## config.mk

```make
export PLATFORM = sky130hd
export DESIGN_NAME = fpu_issue_tracker
export DESIGN_NICKNAME = d
export VERILOG_FILES = /design/src/rtl/fpit_pkg.sv /design/src/rtl/fpit_decode.sv /design/src/rtl/fpit_interval.sv /design/src/rtl/fpit_pending.sv /design/src/rtl/fpu_issue_tracker.sv
export SDC_FILE = /design/constraint.sdc
export NUM_CORES = 1
export LEC_CHECK = 0
export BUFFER_PORTS_ARGS = -buffer_cell sky130_fd_sc_hd__buf_2
export CAP_MARGIN = 20
export CORE_MARGIN = 3
export CORE_UTILIZATION = 45
export DETAILED_ROUTE_END_ITERATION = 6
export PLACE_DENSITY = 0.72
export SLEW_MARGIN = 20
export SYNTH_ARGS = -nofsm -noshare
export SYNTH_HDL_FRONTEND = slang
export SYNTH_SLANG_ARGS = --single-unit
```

## constraint.sdc

```tcl
create_clock -name clk -period 3.5 [get_ports clk]
set_clock_uncertainty 0.05 [all_clocks]
set_input_delay 0.35 -clock clk [delete_from_list [all_inputs] [get_ports clk]]
set_output_delay 0.35 -clock clk [all_outputs]
set_load 0.01 [all_outputs]
```

## src/rtl/fpit_pkg.sv

```systemverilog
`timescale 1ns/1ps
// Shared codes and class mapping for the FP issue tracker.
// Assumes a 3-bit operation code; the class index order is fixed.
package fpit_pkg;

    localparam int NCLS = 5;

    localparam int CL_ADD = 0;
    localparam int CL_MUL = 1;
    localparam int CL_DIV = 2;
    localparam int CL_SGN = 3;
    localparam int CL_CMP = 4;

    typedef enum logic [2:0] {
        OP_ADD  = 3'd0,
        OP_SUB  = 3'd1,
        OP_MUL  = 3'd2,
        OP_DIV  = 3'd3,
        OP_NEG  = 3'd4,
        OP_ABS  = 3'd5,
        OP_CMP  = 3'd6,
        OP_RSVD = 3'd7
    } fp_op_e;

    // Map an operation code to a one-hot class vector (zero when reserved)
    function automatic logic [NCLS-1:0] op_class(input logic [2:0] op);
        logic [NCLS-1:0] s;
        s = '0;
        case (fp_op_e'(op))
            OP_ADD, OP_SUB: s[CL_ADD] = 1'b1;
            OP_MUL:         s[CL_MUL] = 1'b1;
            OP_DIV:         s[CL_DIV] = 1'b1;
            OP_NEG, OP_ABS: s[CL_SGN] = 1'b1;
            OP_CMP:         s[CL_CMP] = 1'b1;
            default:        s = '0;
        endcase
        return s;
    endfunction

endpackage

```

## src/rtl/fpit_decode.sv

```systemverilog
`timescale 1ns/1ps
// Operation decoder: turns the request code into a one-hot class select
// and a legality flag. Purely combinational; assumes codes per fpit_pkg.
module fpit_decode
    import fpit_pkg::*;
(
    input  logic [2:0]      op,
    output logic [NCLS-1:0] sel,
    output logic            legal
);

    // Class lookup and legality of the code
    always_comb begin
        sel   = op_class(op);
        legal = (op != 3'(OP_RSVD));
    end

endmodule

```

## src/rtl/fpit_interval.sv

```systemverilog
`timescale 1ns/1ps
// Start-interval counter for one unit class. On a start it loads II-1 and
// then counts down once per cycle; the class is free when it reads zero.
// Assumes II >= 1. With II == 1 no storage is built and the class is always free.
module fpit_interval #(
    parameter int II = 3
) (
    input  logic clk,
    input  logic rst_n,
    input  logic start,
    output logic free
);

    localparam int CW = (II > 1) ? $clog2(II) : 1;

    generate
        if (II == 1) begin : g_pipelined
            // Fully pipelined unit: a start is possible every cycle
            assign free = 1'b1;
        end else begin : g_counted
            logic [CW-1:0] cnt;

            // Load on start, otherwise count down to zero
            always_ff @(posedge clk) begin
                if (!rst_n) begin
                    cnt <= '0;
                end else if (start) begin
                    cnt <= CW'(II - 1);
                end else if (cnt != '0) begin
                    cnt <= cnt - 1'b1;
                end
            end

            assign free = (cnt == '0);
        end
    endgenerate

endmodule

```

## src/rtl/fpit_pending.sv

```systemverilog
`timescale 1ns/1ps
// Pending-result tracker for one unit class: a LAT-deep delay line of
// valid/tag pairs. A push in cycle c appears at the output in cycle c+LAT.
// Assumes LAT >= 1; more than one result may be in flight at once.
module fpit_pending #(
    parameter int LAT   = 4,
    parameter int TAG_W = 4
) (
    input  logic             clk,
    input  logic             rst_n,
    input  logic             push,
    input  logic [TAG_W-1:0] tag_in,
    output logic             done,
    output logic [TAG_W-1:0] tag_out
);

    logic [LAT-1:0]   vld;
    logic [TAG_W-1:0] tg [LAT];

    generate
        if (LAT == 1) begin : g_single
            // One-stage line: capture the start directly
            always_ff @(posedge clk) begin
                if (!rst_n) begin
                    vld[0] <= 1'b0;
                    tg[0]  <= '0;
                end else begin
                    vld[0] <= push;
                    tg[0]  <= tag_in;
                end
            end
        end else begin : g_multi
            // Shift valid bits and tags one stage per cycle
            always_ff @(posedge clk) begin
                if (!rst_n) begin
                    vld <= '0;
                    for (int i = 0; i < LAT; i++) tg[i] <= '0;
                end else begin
                    vld <= {vld[LAT-2:0], push};
                    tg[0] <= tag_in;
                    for (int i = 1; i < LAT; i++) tg[i] <= tg[i-1];
                end
            end
        end
    endgenerate

    assign done    = vld[LAT-1];
    assign tag_out = tg[LAT-1];

endmodule

```

## src/rtl/fpu_issue_tracker.sv

```systemverilog
`timescale 1ns/1ps
// FP issue gate and completion tracker. Decodes the request into a unit
// class and lets it start only when that class's interval counter is free.
// It then tracks the result through a per-class delay line.
// Assumes one request per cycle, held stable by the requester while stalled.
module fpu_issue_tracker
    import fpit_pkg::*;
#(
    parameter int TAG_W   = 4,
    parameter int LAT_ADD = 4,
    parameter int II_ADD  = 3,
    parameter int LAT_MUL = 8,
    parameter int II_MUL  = 4,
    parameter int LAT_DIV = 36,
    parameter int II_DIV  = 35,
    parameter int LAT_SGN = 2,
    parameter int II_SGN  = 1,
    parameter int LAT_CMP = 3,
    parameter int II_CMP  = 2
) (
    input  logic                  clk,
    input  logic                  rst_n,
    input  logic                  req_valid,
    input  logic [2:0]            req_op,
    input  logic [TAG_W-1:0]      req_tag,
    output logic                  req_ready,
    output logic                  req_stall,
    output logic [NCLS-1:0]       res_valid,
    output logic [NCLS*TAG_W-1:0] res_tag
);

    localparam int LAT_TBL [NCLS] = '{LAT_ADD, LAT_MUL, LAT_DIV, LAT_SGN, LAT_CMP};
    localparam int II_TBL  [NCLS] = '{II_ADD,  II_MUL,  II_DIV,  II_SGN,  II_CMP};

    logic [NCLS-1:0] sel;
    logic            legal;
    logic [NCLS-1:0] free;
    logic [NCLS-1:0] start;

    fpit_decode u_dec (
        .op    (req_op),
        .sel   (sel),
        .legal (legal)
    );

    // Issue decision: the selected class must be free
    always_comb begin
        req_ready = legal && ((sel & free) != '0);
        req_stall = req_valid && !req_ready;
        start     = (req_valid && req_ready) ? sel : '0;
    end

    genvar g;
    generate
        for (g = 0; g < NCLS; g++) begin : g_unit
            fpit_interval #(
                .II (II_TBL[g])
            ) u_ivl (
                .clk   (clk),
                .rst_n (rst_n),
                .start (start[g]),
                .free  (free[g])
            );

            fpit_pending #(
                .LAT   (LAT_TBL[g]),
                .TAG_W (TAG_W)
            ) u_pnd (
                .clk     (clk),
                .rst_n   (rst_n),
                .push    (start[g]),
                .tag_in  (req_tag),
                .done    (res_valid[g]),
                .tag_out (res_tag[g*TAG_W +: TAG_W])
            );
        end
    endgenerate

endmodule

```

### After elaboration in Yosys (flattened, before gate mapping)

Memories as Yosys holds them, arrays and structs flattened.
Index checks and enable logic that the tools add are counted.

* flip-flop bits (word level): 64
* memory bits (writable): 212
* input port bits: 10
* output and inout port bits: 27
* word-level logic and storage cells: 173
* memories kept: 5

Memories
* g_unit[2].u_pnd.tg: depth 36, bits a word 4, rd ports 36, clocked after memory_dff 0, wr ports 36, line fpit_pending.sv:18 `logic [TAG_W-1:0] tg [LAT];`
* g_unit[1].u_pnd.tg: depth 8, bits a word 4, rd ports 8, clocked after memory_dff 0, wr ports 8, line fpit_pending.sv:18
* g_unit[0].u_pnd.tg: depth 4, bits a word 4, rd ports 4, clocked after memory_dff 0, wr ports 4, line fpit_pending.sv:18
* g_unit[4].u_pnd.tg: depth 3, bits a word 4, rd ports 3, clocked after memory_dff 0, wr ports 3, line fpit_pending.sv:18
* g_unit[3].u_pnd.tg: depth 2, bits a word 4, rd ports 2, clocked after memory_dff 0, wr ports 2, line fpit_pending.sv:18

* add/subtract/negate cells: 4
* eq/ne operators: 7
* mux-type cells: 69
* bitwise logic cells: 56
* reduce and logical (&&, ||, !) cells: 20

Operators with widths (number)
* $mux W4: 53
* $or A1 B1 Y1: 53
* $mux W6: 2
* $reduce_bool A2 Y1: 5
* $eq A3 B3 Y1 const B: 3
* $mux W1: 9
* $mux W2: 4
* $reduce_or A2 Y1: 4
* $eq A3 B2 Y1 const B: 2
* $logic_not A6 Y1: 1
* $reduce_bool A6 Y1: 1
* $sub A6 B1 Y6 const B: 1
* $and A5 B5 Y5: 1
* $mux W5: 1
* $reduce_bool A5 Y1: 1
* $logic_not A2 Y1: 2
* $sub A2 B1 Y2 const B: 2
* $eq A3 B1 Y1 const B: 1
* $logic_and A1 B1 Y1: 3
* $logic_not A3 Y1: 1
* $ne A3 B3 Y1 const B: 1
* $not A1 Y1: 2
* $reduce_and A2 Y1: 1
* $logic_not A1 Y1: 1
* $sub A1 B1 Y1 const B: 1

### Logic depth before layout (Yosys ltp)

Gate-level depths: netlist of the first run.

* word-level depth: 9
* gate-level depth with buffers: 6
* gate-level depth less buffers: 6

### Hierarchy

From an unflattened synthesis of the first run, not the netlist that was laid out.

* cells, all modules: 651
* area total of the unflattened synthesis: 8046.5 um2

Modules (own cells, without submodules)
* fpit_pending (g_unit[2].u_pnd): instances 1, cells each 383, area an instance 4921.0 um2, sequential area each 3603.5 um2
* fpit_pending (g_unit[1].u_pnd): instances 1, cells each 88, area an instance 1137.3 um2, sequential area each 800.8 um2
* fpit_pending (g_unit[0].u_pnd): instances 1, cells each 42, area an instance 561.8 um2, sequential area each 400.4 um2
* fpit_pending (g_unit[4].u_pnd): instances 1, cells each 35, area an instance 449.2 um2, sequential area each 300.3 um2
* fpit_interval (g_unit[2].u_ivl): instances 1, cells each 38, area an instance 346.6 um2, sequential area each 120.1 um2
* fpit_pending (g_unit[3].u_pnd): instances 1, cells each 24, area an instance 292.8 um2, sequential area each 200.2 um2
* fpit_interval (g_unit[1].u_ivl): instances 1, cells each 9, area an instance 93.8 um2, sequential area each 40.0 um2
* fpu_issue_tracker: instances 1, cells each 15, area an instance 90.1 um2, sequential area each 0.0 um2
* fpit_interval (g_unit[0].u_ivl): instances 1, cells each 6, area an instance 67.6 um2, sequential area each 40.0 um2
* fpit_decode: instances 1, cells each 6, area an instance 45.0 um2, sequential area each 0.0 um2
* fpit_interval (g_unit[4].u_ivl): instances 1, cells each 3, area an instance 30.0 um2, sequential area each 20.0 um2
* fpit_interval (g_unit[3].u_ivl): instances 1, cells each 2, area an instance 11.3 um2, sequential area each 0.0 um2

### Worst setup path after synthesis of the first run

No wires, ideal clock.

* kind: register to output
* from: reg g_unit[2].u_ivl.g_counted.cnt[0]
* to: out req_stall
* data arrival time: 1237 ps
* required time: 3100 ps
* slack: 1863 ps
* stages on the path, launching flop included: 7
* path buffers: 0
* path through: dfxtp_1 inv_1 ha_1 nor2b_1 a31oi_1 o21ai_1 nor2_1

* cells in the longest elaborated chain, start to end: 6

Ends and longest elaborated chain
* start, declared: line fpit_interval.sv:21 `logic [CW-1:0] cnt;`
* start signal, assigned: line fpit_interval.sv:28 `cnt <= CW'(II - 1);`
* start signal, assigned: line fpit_interval.sv:30 `cnt <= cnt - 1'b1;`
* $logic_not A6 Y1: line fpit_interval.sv:34 `assign free = (cnt == '0);`
* $and A5 B5 Y5: line fpu_issue_tracker.sv:48 `req_ready = legal && ((sel & free) != '0);`
* $reduce_bool A5 Y1: line fpu_issue_tracker.sv:48
* $logic_and A1 B1 Y1: line fpu_issue_tracker.sv:48
* named net req_ready: line fpu_issue_tracker.sv:26 `output logic req_ready,`
* $logic_not A1 Y1: line fpu_issue_tracker.sv:49 `req_stall = req_valid && !req_ready;`
* $logic_and A1 B1 Y1: line fpu_issue_tracker.sv:49
* end, declared: line fpu_issue_tracker.sv:27 `output logic req_stall,`

The timed path passes the listed nets, and every way through them passes these cells.

### Worst setup path in the final report of the first run

* from: reg g_unit[2].u_ivl.g_counted.cnt[0]
* to: out req_stall

* cells in the longest elaborated chain, start to end: 6

Ends and longest elaborated chain (line)
* $logic_not A6 Y1: fpit_interval.sv:34
* $and A5 B5 Y5: fpu_issue_tracker.sv:48
* $reduce_bool A5 Y1: fpu_issue_tracker.sv:48
* $logic_and A1 B1 Y1: fpu_issue_tracker.sv:48
* $logic_not A1 Y1: fpu_issue_tracker.sv:49
* $logic_and A1 B1 Y1: fpu_issue_tracker.sv:49

No other way between the ends.

==> qor.yml, run 1 <==
clock_tree:
  ctsResizeCount: 0
  path_clk_slew_ps: 60
  ctsRootBufferMaster: "clkbuf_16"
  cts_made_buffers: 19
  clockBufferDepth: 3
  clock_latency_ps: 460
  cts_tree: "yes"
  h-tree-depth: 1
  ctsHoldBuffers: 0
  post_cts_buffers: 0
  cts.sinks: 207
critical_path:
  arrival_ps: 1840
  critPathCaptureType: "output pin"
  path_max_fanout: 4
  crit_required_ps: 3100
  crit_type: "reg2out"
  start_kind: "register"
synthesis:
  synth_nets: 522
  synth-seq-cells: 207
  yosysMostFrequentCell: "dfxtp_1"
  synth_top_cell_by_area: "dfxtp_1"
  ys_top_cells_by_count: "dfxtp_1, and2_1, buf_4"
  ys_seq_area_share_pct: 69.0
  synthFlopType: "dfxtp_1"
  netlist-cell-type-count: 34
  async_flop_share_pct: 0
  synth_edf_count: 0
  synth_top_area_share_pct: 69.0
  mappedNetlistArea_um2: 6000
  ys_top_cells_by_area: "dfxtp_1, and2_1, buf_4, clkbuf_1, ha_1"
  yosysWarnings: 0
  syn_inst: 509
  syn_area_per_cell_um2: 11.8
grt:
  grt_pass1_vias: 2872
  gr-total-overflow: 0
  antenna_found_initial: 0
  track_usage_pct: 10.1
  grt_pass1_wl_um: 12500
  grt_max_degree: 132
detailed_routing:
  first_pass_iters: 4
  route.detailed.drc: 0
  drt_iter0_markers: 118
  drtAntennaViolNets: 0
  num_vias: 2994
  wl_um: 7190
  routed_via_density: 4.26
  wire_per_inst_um: 10.2
timing:
  fmaxAchievable_mhz: 447
  tightest_slew_ps: 538
  finalSetupViolations: 0
  setup_tns_ps: 0
  report.final.slew_viol_count: 0
  finalCritPeriodShare_pct: 63.9
  grt_setup_unrepaired: "false"
  relSlewSlack_pct: 64.2
  finalHoldViolCount: 0
  finalCriticalPeriod_ps: 2240
floorplanning:
  initial_utilization_pct: 46.8
  core_um2: 12800
  dieArea_um2: 14800
  row_count: 41
  die_w_um: 122
  io_pins: 37
  die_height_um: 122
run:
  maxCapViolCount: 0
final_layout:
  drive_above_1_share_pct: 13.2
  syn2layout_area_growth_pct: 12.6
  nFillCells: 1126
  layout.nets: 533
  multiInputGateArea_um2: 1550
  final_util_pct: 52.7
  antenna_cells: 0
  seqCellArea_um2: 4140
placement:
  portBuffers: 36
  dp_hpwl_um: 4250
  gp_congestion: 0.773
power:
  leakage_nw: 2.95
  p_per_area_nw_per_um2: 702
  ir_worst_vdd_mv: 0.476
outcome:
  status: "finished, final reports clean"
worst_hold_path:
  min_path_type: "in2reg"
per-layer routing:
layer  global-route usage [%]  part of all wire [%]  vias to the layer above
li1                         -                     -                     1551
met1                     13.1                    49                     1364
met2                     15.9                    42                       61
met3                     3.45                   6.7                       18
met4                     3.64                   2.6                        0
met5                        0                     0                        -
critical path, stage by stage, from the launching register on:
cell and delay, ps:
dfxtp_1 380, inv_1 100, ha_1 210, nor2b_1 160
a31oi_1 180, o21ai_1 100, nor2_1 100, buf_2 130
where the power goes:
part | switching (mW) | total (mW) | leakage, nW | internal, mW
clock network | 0.790 | 1.97 | 0.304 | 1.18
registers | 0.0418 | 2.45 | 1.67 | 2.41
logic | 0.172 | 0.327 | 0.970 | 0.155
kinds of logic (layout without fill, tap and decap cells):
kind of cell	Yosys count	in the layout	share of synthesized area (%)
simple gates	222	222	22.5
flops	207	207	69.0
buf+inv	57	79	5.15
compound gates	15	15	1.81
fa+ha+maj	3	3	0.625
xor+xnor	3	3	0.438
mux	2	2	0.417
layout make-up:
cell class              count  share of cell area (%)
inverters                  10                   0.555
clock inverters             5                   0.796
repair buffers             37                    3.00
flip-flops and latches    207                    61.3
multi-input cells         245                    22.9
well taps                 172                    3.18
clock buffers              27                    8.22
per-stage QoR:
stage | instances | hold WS [ps] | setup slack [ps] | power, mW | cell area, um^2
after floorplan | 509 | 362 | 1860 | 2.77 | 6000
after global placement | 671 | 363 | 1800 | 2.81 | 6150
after detailed placement | 671 | 368 | 1750 | 2.83 | 6150
after CTS | 703 | 25.1 | 1240 | 4.81 | 6760
after global routing | 703 | 34.5 | 1120 | 4.95 | 6760
final | 703 | 44.8 | 1260 | 4.74 | 6760
placed cells by master, fill, tap and decap left out, types with 2 or more instances in the layout:
cell type    n
dfxtp_1    207
and2_1     192
buf_2       35
clkbuf_16   19
inv_1       10
nand2_1     10
nor2_1       8
clkbuf_8     5
xnor2_1      3
ha_1         3
clkbuf_1     3
clkinv_2     3
nor2b_1      2
nor4_1       2
nand3_1      2
a21o_1       2
a21oi_1      2
state kept, by name, summed over array words and instances (netlist names):
register / flops
g_unit.u_pnd.tg: 144
g_unit.u_ivl.g_counted.cnt: 10
g_unit.u_pnd.vld: 53
path summary, 6_finish.rpt:
path                                                 start                                             to  slack, ps  cells past startpoint
max          g_unit[2].u_ivl.g_counted.cnt[0]$_SDFFE_PP0P_                                      req_stall       1260                      7
min                                             req_tag[0]            g_unit[2].u_pnd.tg[0][0]$_SDFF_PN0_         40                      2
max reg2reg  g_unit[2].u_ivl.g_counted.cnt[0]$_SDFFE_PP0P_  g_unit[2].u_ivl.g_counted.cnt[5]$_SDFFE_PN0P_       1870                      6
min reg2reg           g_unit[2].u_pnd.tg[0][40]$_SDFF_PN0_           g_unit[2].u_pnd.tg[0][44]$_SDFF_PN0_        380                      1
No activity file was read; power rests on OpenSTA's default activity.
==> run 2, diff against run 1 <==
--- a/config.mk
+++ b/config.mk
@@ -5,12 +5,13 @@
 export SDC_FILE = /design/constraint.sdc
 export NUM_CORES = 1
 export LEC_CHECK = 0
+export ABC_AREA = 1
 export BUFFER_PORTS_ARGS = -buffer_cell sky130_fd_sc_hd__buf_2
 export CAP_MARGIN = 20
 export CORE_MARGIN = 3
 export CORE_UTILIZATION = 45
 export DETAILED_ROUTE_END_ITERATION = 6
-export PLACE_DENSITY = 0.72
+export PLACE_DENSITY = 0.74
 export SLEW_MARGIN = 20
 export SYNTH_ARGS = -nofsm -noshare
 export SYNTH_HDL_FRONTEND = slang
==> constraint.sdc (replaced) <==
create_clock -name clk -period 2 [get_ports clk]
set_clock_uncertainty 0.05 [all_clocks]
set_input_delay 0.2 -clock clk [delete_from_list [all_inputs] [get_ports clk]]
set_output_delay 0.2 -clock clk [all_outputs]
set_load 0.01 [all_outputs]
==> qor.yml, run 2 <==
timing:
  setup_tns_ps: 0  # unchanged
  finalSetupViolations: 0  # unchanged
  finalCritPeriodShare_pct: 93.1
  fmaxAchievable_mhz: 537
  tightest_slew_ps: 415  # was 538 ps
  report.final.slew_viol_count: 0  # unchanged
  finalHoldViolCount: 0  # unchanged
  grt_setup_unrepaired: "false"  # unchanged
  relSlewSlack_pct: 72.4  # was 64.2%
  finalCriticalPeriod_ps: 1860
power:
  internal_power_mw: 6.98  # was 3.74 mW
  p_per_area_nw_per_um2: 1220  # was 702 nW/um^2
  p_seq_share_pct: 48.3  # was 51.6%
  switching_share_pct: 21.2  # about the same
  leakage_nw: 4.54  # was 2.95 nW
  p_switching_mw: 1.88  # was 1.00 mW
  ir_worst_vdd_mv: 0.695  # was 0.476 mV
  clockPowerShare_pct: 44.9  # was 41.5%
  combPwrFrac_pct: 6.8  # was 6.9%
floorplanning:
  dieArea_um2: 15500  # was 14,800 um^2
  io_pins: 37  # unchanged
  die_w_um: 124  # was 122 um
  initial_utilization_pct: 46.8  # about the same
  row_count: 42  # was 41
  die_height_um: 124  # was 122 um
  core_um2: 13500  # was 12,800 um^2
synthesis:
  syn_inst: 715  # was 509
  yosysWarnings: 0  # unchanged
  synth_xor_area_share_pct: 0.417  # was 0.438%
  synth_top_cell_by_area: "dfxtp_1"  # unchanged
  ys_top_cells_by_area: "dfxtp_1, nand2_1, inv_1, buf_4, buf_2"  # was dfxtp_1, and2_1, buf_4, clkbuf_1, ha_1
  synth_mux_area_share_pct: 0  # was 0.417%
  mappedNetlistArea_um2: 6300  # was 6000 um^2
  synth-seq-cells: 207  # unchanged
  synth_top_area_share_pct: 65.8  # was 69.0%
  ys_top_cells_by_count: "nand2_1, dfxtp_1, inv_1"  # was dfxtp_1, and2_1, buf_4
  async_flop_share_pct: 0  # unchanged
  synthAdderAreaFrac_pct: 0.596  # was 0.625%
  synth-simple-area-share_pct: 15.5  # was 22.5%
  synth_top_family_by_area: "buffers and inverters"  # was simple AND/OR/NAND/NOR gates
  synth-compound-area-share_pct: 0.675  # was 1.81%
  syn_area_per_cell_um2: 8.81  # was 11.8 um^2
  synth_nets: 728  # was 522
  ys_seq_area_share_pct: 65.8  # was 69.0%
  yosysMostFrequentCell: "nand2_1"  # was dfxtp_1
  netlist-cell-type-count: 27  # was 34
  synthFlopType: "dfxtp_1"  # unchanged
  synth_edf_count: 0  # unchanged
detailed_routing:
  num_vias: 3643  # was 2,994
  drtAntennaViolNets: 0  # unchanged
  first_pass_iters: 4  # unchanged
  wire_per_inst_um: 8.30  # was 10.2 um
  drt_iter0_markers: 137  # was 118
  routed_via_density: 3.94  # was 4.26
  route.detailed.drc: 0  # unchanged
  wl_um: 7670  # was 7190 um
critical_path:
  path_common_cell: "inv_1"
  crit_required_ps: 1750  # was 3100 ps
  critical_path.top_delay_family: "simple AND/OR/NAND/NOR gates"  # was flip-flops
  start_kind: "register"  # unchanged
  critPathCaptureType: "output pin"  # unchanged
  worstReg2RegEnd: "g_unit[2].u_ivl.g_counted.cnt[0]$_SDFFE_PP0P_"  # was g_unit[2].u_ivl.g_counted.cnt[5]$_SDFFE_PN0P_
  cp_num_buf_inv: 3  # was 2
  critical_path.max_stage_delay_ps: 310  # was 380 ps
  worst-r2r-cell-count: 9  # was 6
  slowest_stage: "dfxtp_1"  # unchanged
  arrival_ps: 1610  # was 1840 ps
  path_max_fanout: 7  # was 4
  crit_type: "reg2out"  # unchanged
  r2r_slack_ps: 660  # was 1870 ps
  cp_cell_sequence: "inv_1 -> ha_1 -> inv_1 -> nor2_4 -> nand3_2 -> nand3_4 -> nor2_1 -> buf_2"  # was inv_1 -> ha_1 -> nor2b_1 -> a31oi_1 -> o21ai_1 -> nor2_1 -> buf_2
  r2r_start: "g_unit[2].u_ivl.g_counted.cnt[1]$_SDFFE_PN0P_"  # was g_unit[2].u_ivl.g_counted.cnt[0]$_SDFFE_PP0P_
outcome:
  status: "finished, final reports clean"  # unchanged
final_layout:
  layout.nets: 750  # was 533
  regMostFlops: "g_unit.u_pnd.tg"  # unchanged
  drive_above_1_share_pct: 10.8  # was 13.2%
  final_cell_mix: "nand2_1, dfxtp_1, inv_1"  # was dfxtp_1, and2_1, buf_2
  largest_reg_flops: 144  # unchanged
  antenna_cells: 0  # unchanged
  top_regs: "g_unit.u_pnd.tg x144, g_unit.u_pnd.vld x53, g_unit.u_ivl.g_counted.cnt x10"  # unchanged
  syn2layout_area_growth_pct: 15.1  # was 12.6%
  final_common_cell: "nand2_1"  # was dfxtp_1
  postLayoutCellArea_um2: 7260  # was 6760 um^2
grt:
  antenna_found_initial: 0  # unchanged
  grt_max_degree: 84  # was 132
  track_usage_pct: 10.1  # about the same
  grt_pass1_wl_um: 14000  # was 12,500 um
  gr-total-overflow: 0  # unchanged
  grt_pass1_vias: 3435  # was 2,872
run:
  maxCapViolCount: 0  # unchanged
placement:
  portBuffers: 36  # unchanged
  dp_hpwl_um: 4340  # was 4250 um
  gp_congestion: 0.775  # was 0.773
  dpl-instance-area_um2: 6450  # was 6150 um^2
clock_tree:
  clock_latency_ps: 470  # was 460 ps
  ctsRootBufferMaster: "clkbuf_16"  # unchanged
  path_clk_slew_ps: 60  # about the same
  cts_tree: "yes"  # unchanged
  h-tree-depth: 1  # unchanged
  cts.sinks: 207  # unchanged
  cts_made_buffers: 21  # was 19
  clockBufferDepth: 3  # unchanged
  post_cts_buffers: 0  # unchanged
worst_hold_path:
  min_to: "g_unit[1].u_pnd.vld[0]$_SDFF_PN0_"  # was g_unit[2].u_pnd.tg[0][0]$_SDFF_PN0_
  min-delay-start: "req_op[0]"  # was req_tag[0]
  hold_path_depth: 4  # was 2
  min_path_type: "in2reg"  # unchanged
[run 2: cells by family (layout without fill, tap and decap cells)]
family          Yosys count  count (layout)
buf+inv                 254             288
simple gates            240             240
flops                   207             207
compound gates            8               8
fa+ha+maj                 3               3
xor+xnor                  3               3
[run 2: what timing repair did]
action	4_1_cts	5_1_grt
endpoints found under the hold margin	6	0
setup endpoints to repair	0	2
hold buffers	8	0
gates resized for setup	0	2
[run 2: power by group through the flow]
stage | registers, mW | clock network, mW | logic, mW
after floorplan | 4.35 | 0 | 0.479
after global placement | 4.36 | 0 | 0.560
after detailed placement | 4.36 | 0 | 0.575
after CTS | 4.27 | 4.11 | 0.591
after global routing | 4.28 | 4.29 | 0.691
final | 4.27 | 3.98 | 0.600
[run 2: routing by layer]
metal / track usage [%] / up-vias / wire length (um) / part of all wire, %
met2: 16.4 / 55 / 3270 / 43
met5: 0 / - / 0 / 0
li1: - / 1991 / - / -
met4: 4.38 / 0 / 289 / 3.8
met3: 3.34 / 21 / 474 / 6.2
met1: 12.3 / 1576 / 3640 / 47
[run 2: how the worst max path moves through the flow]
stage	start	depth (start not counted)	slack (ps)	end
finish	g_unit[2].u_ivl.g_counted.cnt[1]$_SDFFE_PN0P_	8	140	req_stall
floorplan	g_unit[2].u_ivl.g_counted.cnt[0]$_SDFFE_PP0P_	9	690	g_unit[2].u_ivl.g_counted.cnt[0]$_SDFFE_PP0P_
detailed placement	g_unit[2].u_ivl.g_counted.cnt[0]$_SDFFE_PP0P_	8	550	req_stall
global placement	g_unit[2].u_ivl.g_counted.cnt[0]$_SDFFE_PP0P_	8	580	req_stall
CTS	g_unit[2].u_ivl.g_counted.cnt[0]$_SDFFE_PP0P_	8	30	req_stall
global route	g_unit[2].u_ivl.g_counted.cnt[1]$_SDFFE_PN0P_	8	20	req_stall
[run 2: tightest hold or removal path: stages]
cell     delay, ps
buf_2          110
nor3_2          50
nand4_2        100
inv_1           40
[run 2: area by class of cell]
cell class | count | area [um^2]
clock buffer | 27 | 568
clock inverter | 8 | 150
fill | 1209 | 6200
inverter | 207 | 777
multi-input combinational | 254 | 1090
sequential | 207 | 4140
tap | 176 | 220
timing repair buffer | 46 | 307
[run 2: per-stage QoR]
| stage | std cells | setup WS [ps] | total power, mW | hold WS [ps] | utilization (%) |
|---|---|---|---|---|---|
| 2_1_floorplan | 715 | 689 | 4.83 | 248 | - |
| 3_3_place_gp | 882 | 576 | 4.92 | 330 | 48.0 |
| 3_5_place_dp | 882 | 552 | 4.94 | 337 | 48.0 |
| 4_1_cts | 925 | 28.7 | 8.98 | 1.30 | 53.9 |
| 5_1_grt | 925 | 18.7 | 9.26 | 22.6 | 53.9 |
| 6_report | 925 | 139 | 8.85 | 12.9 | 53.9 |
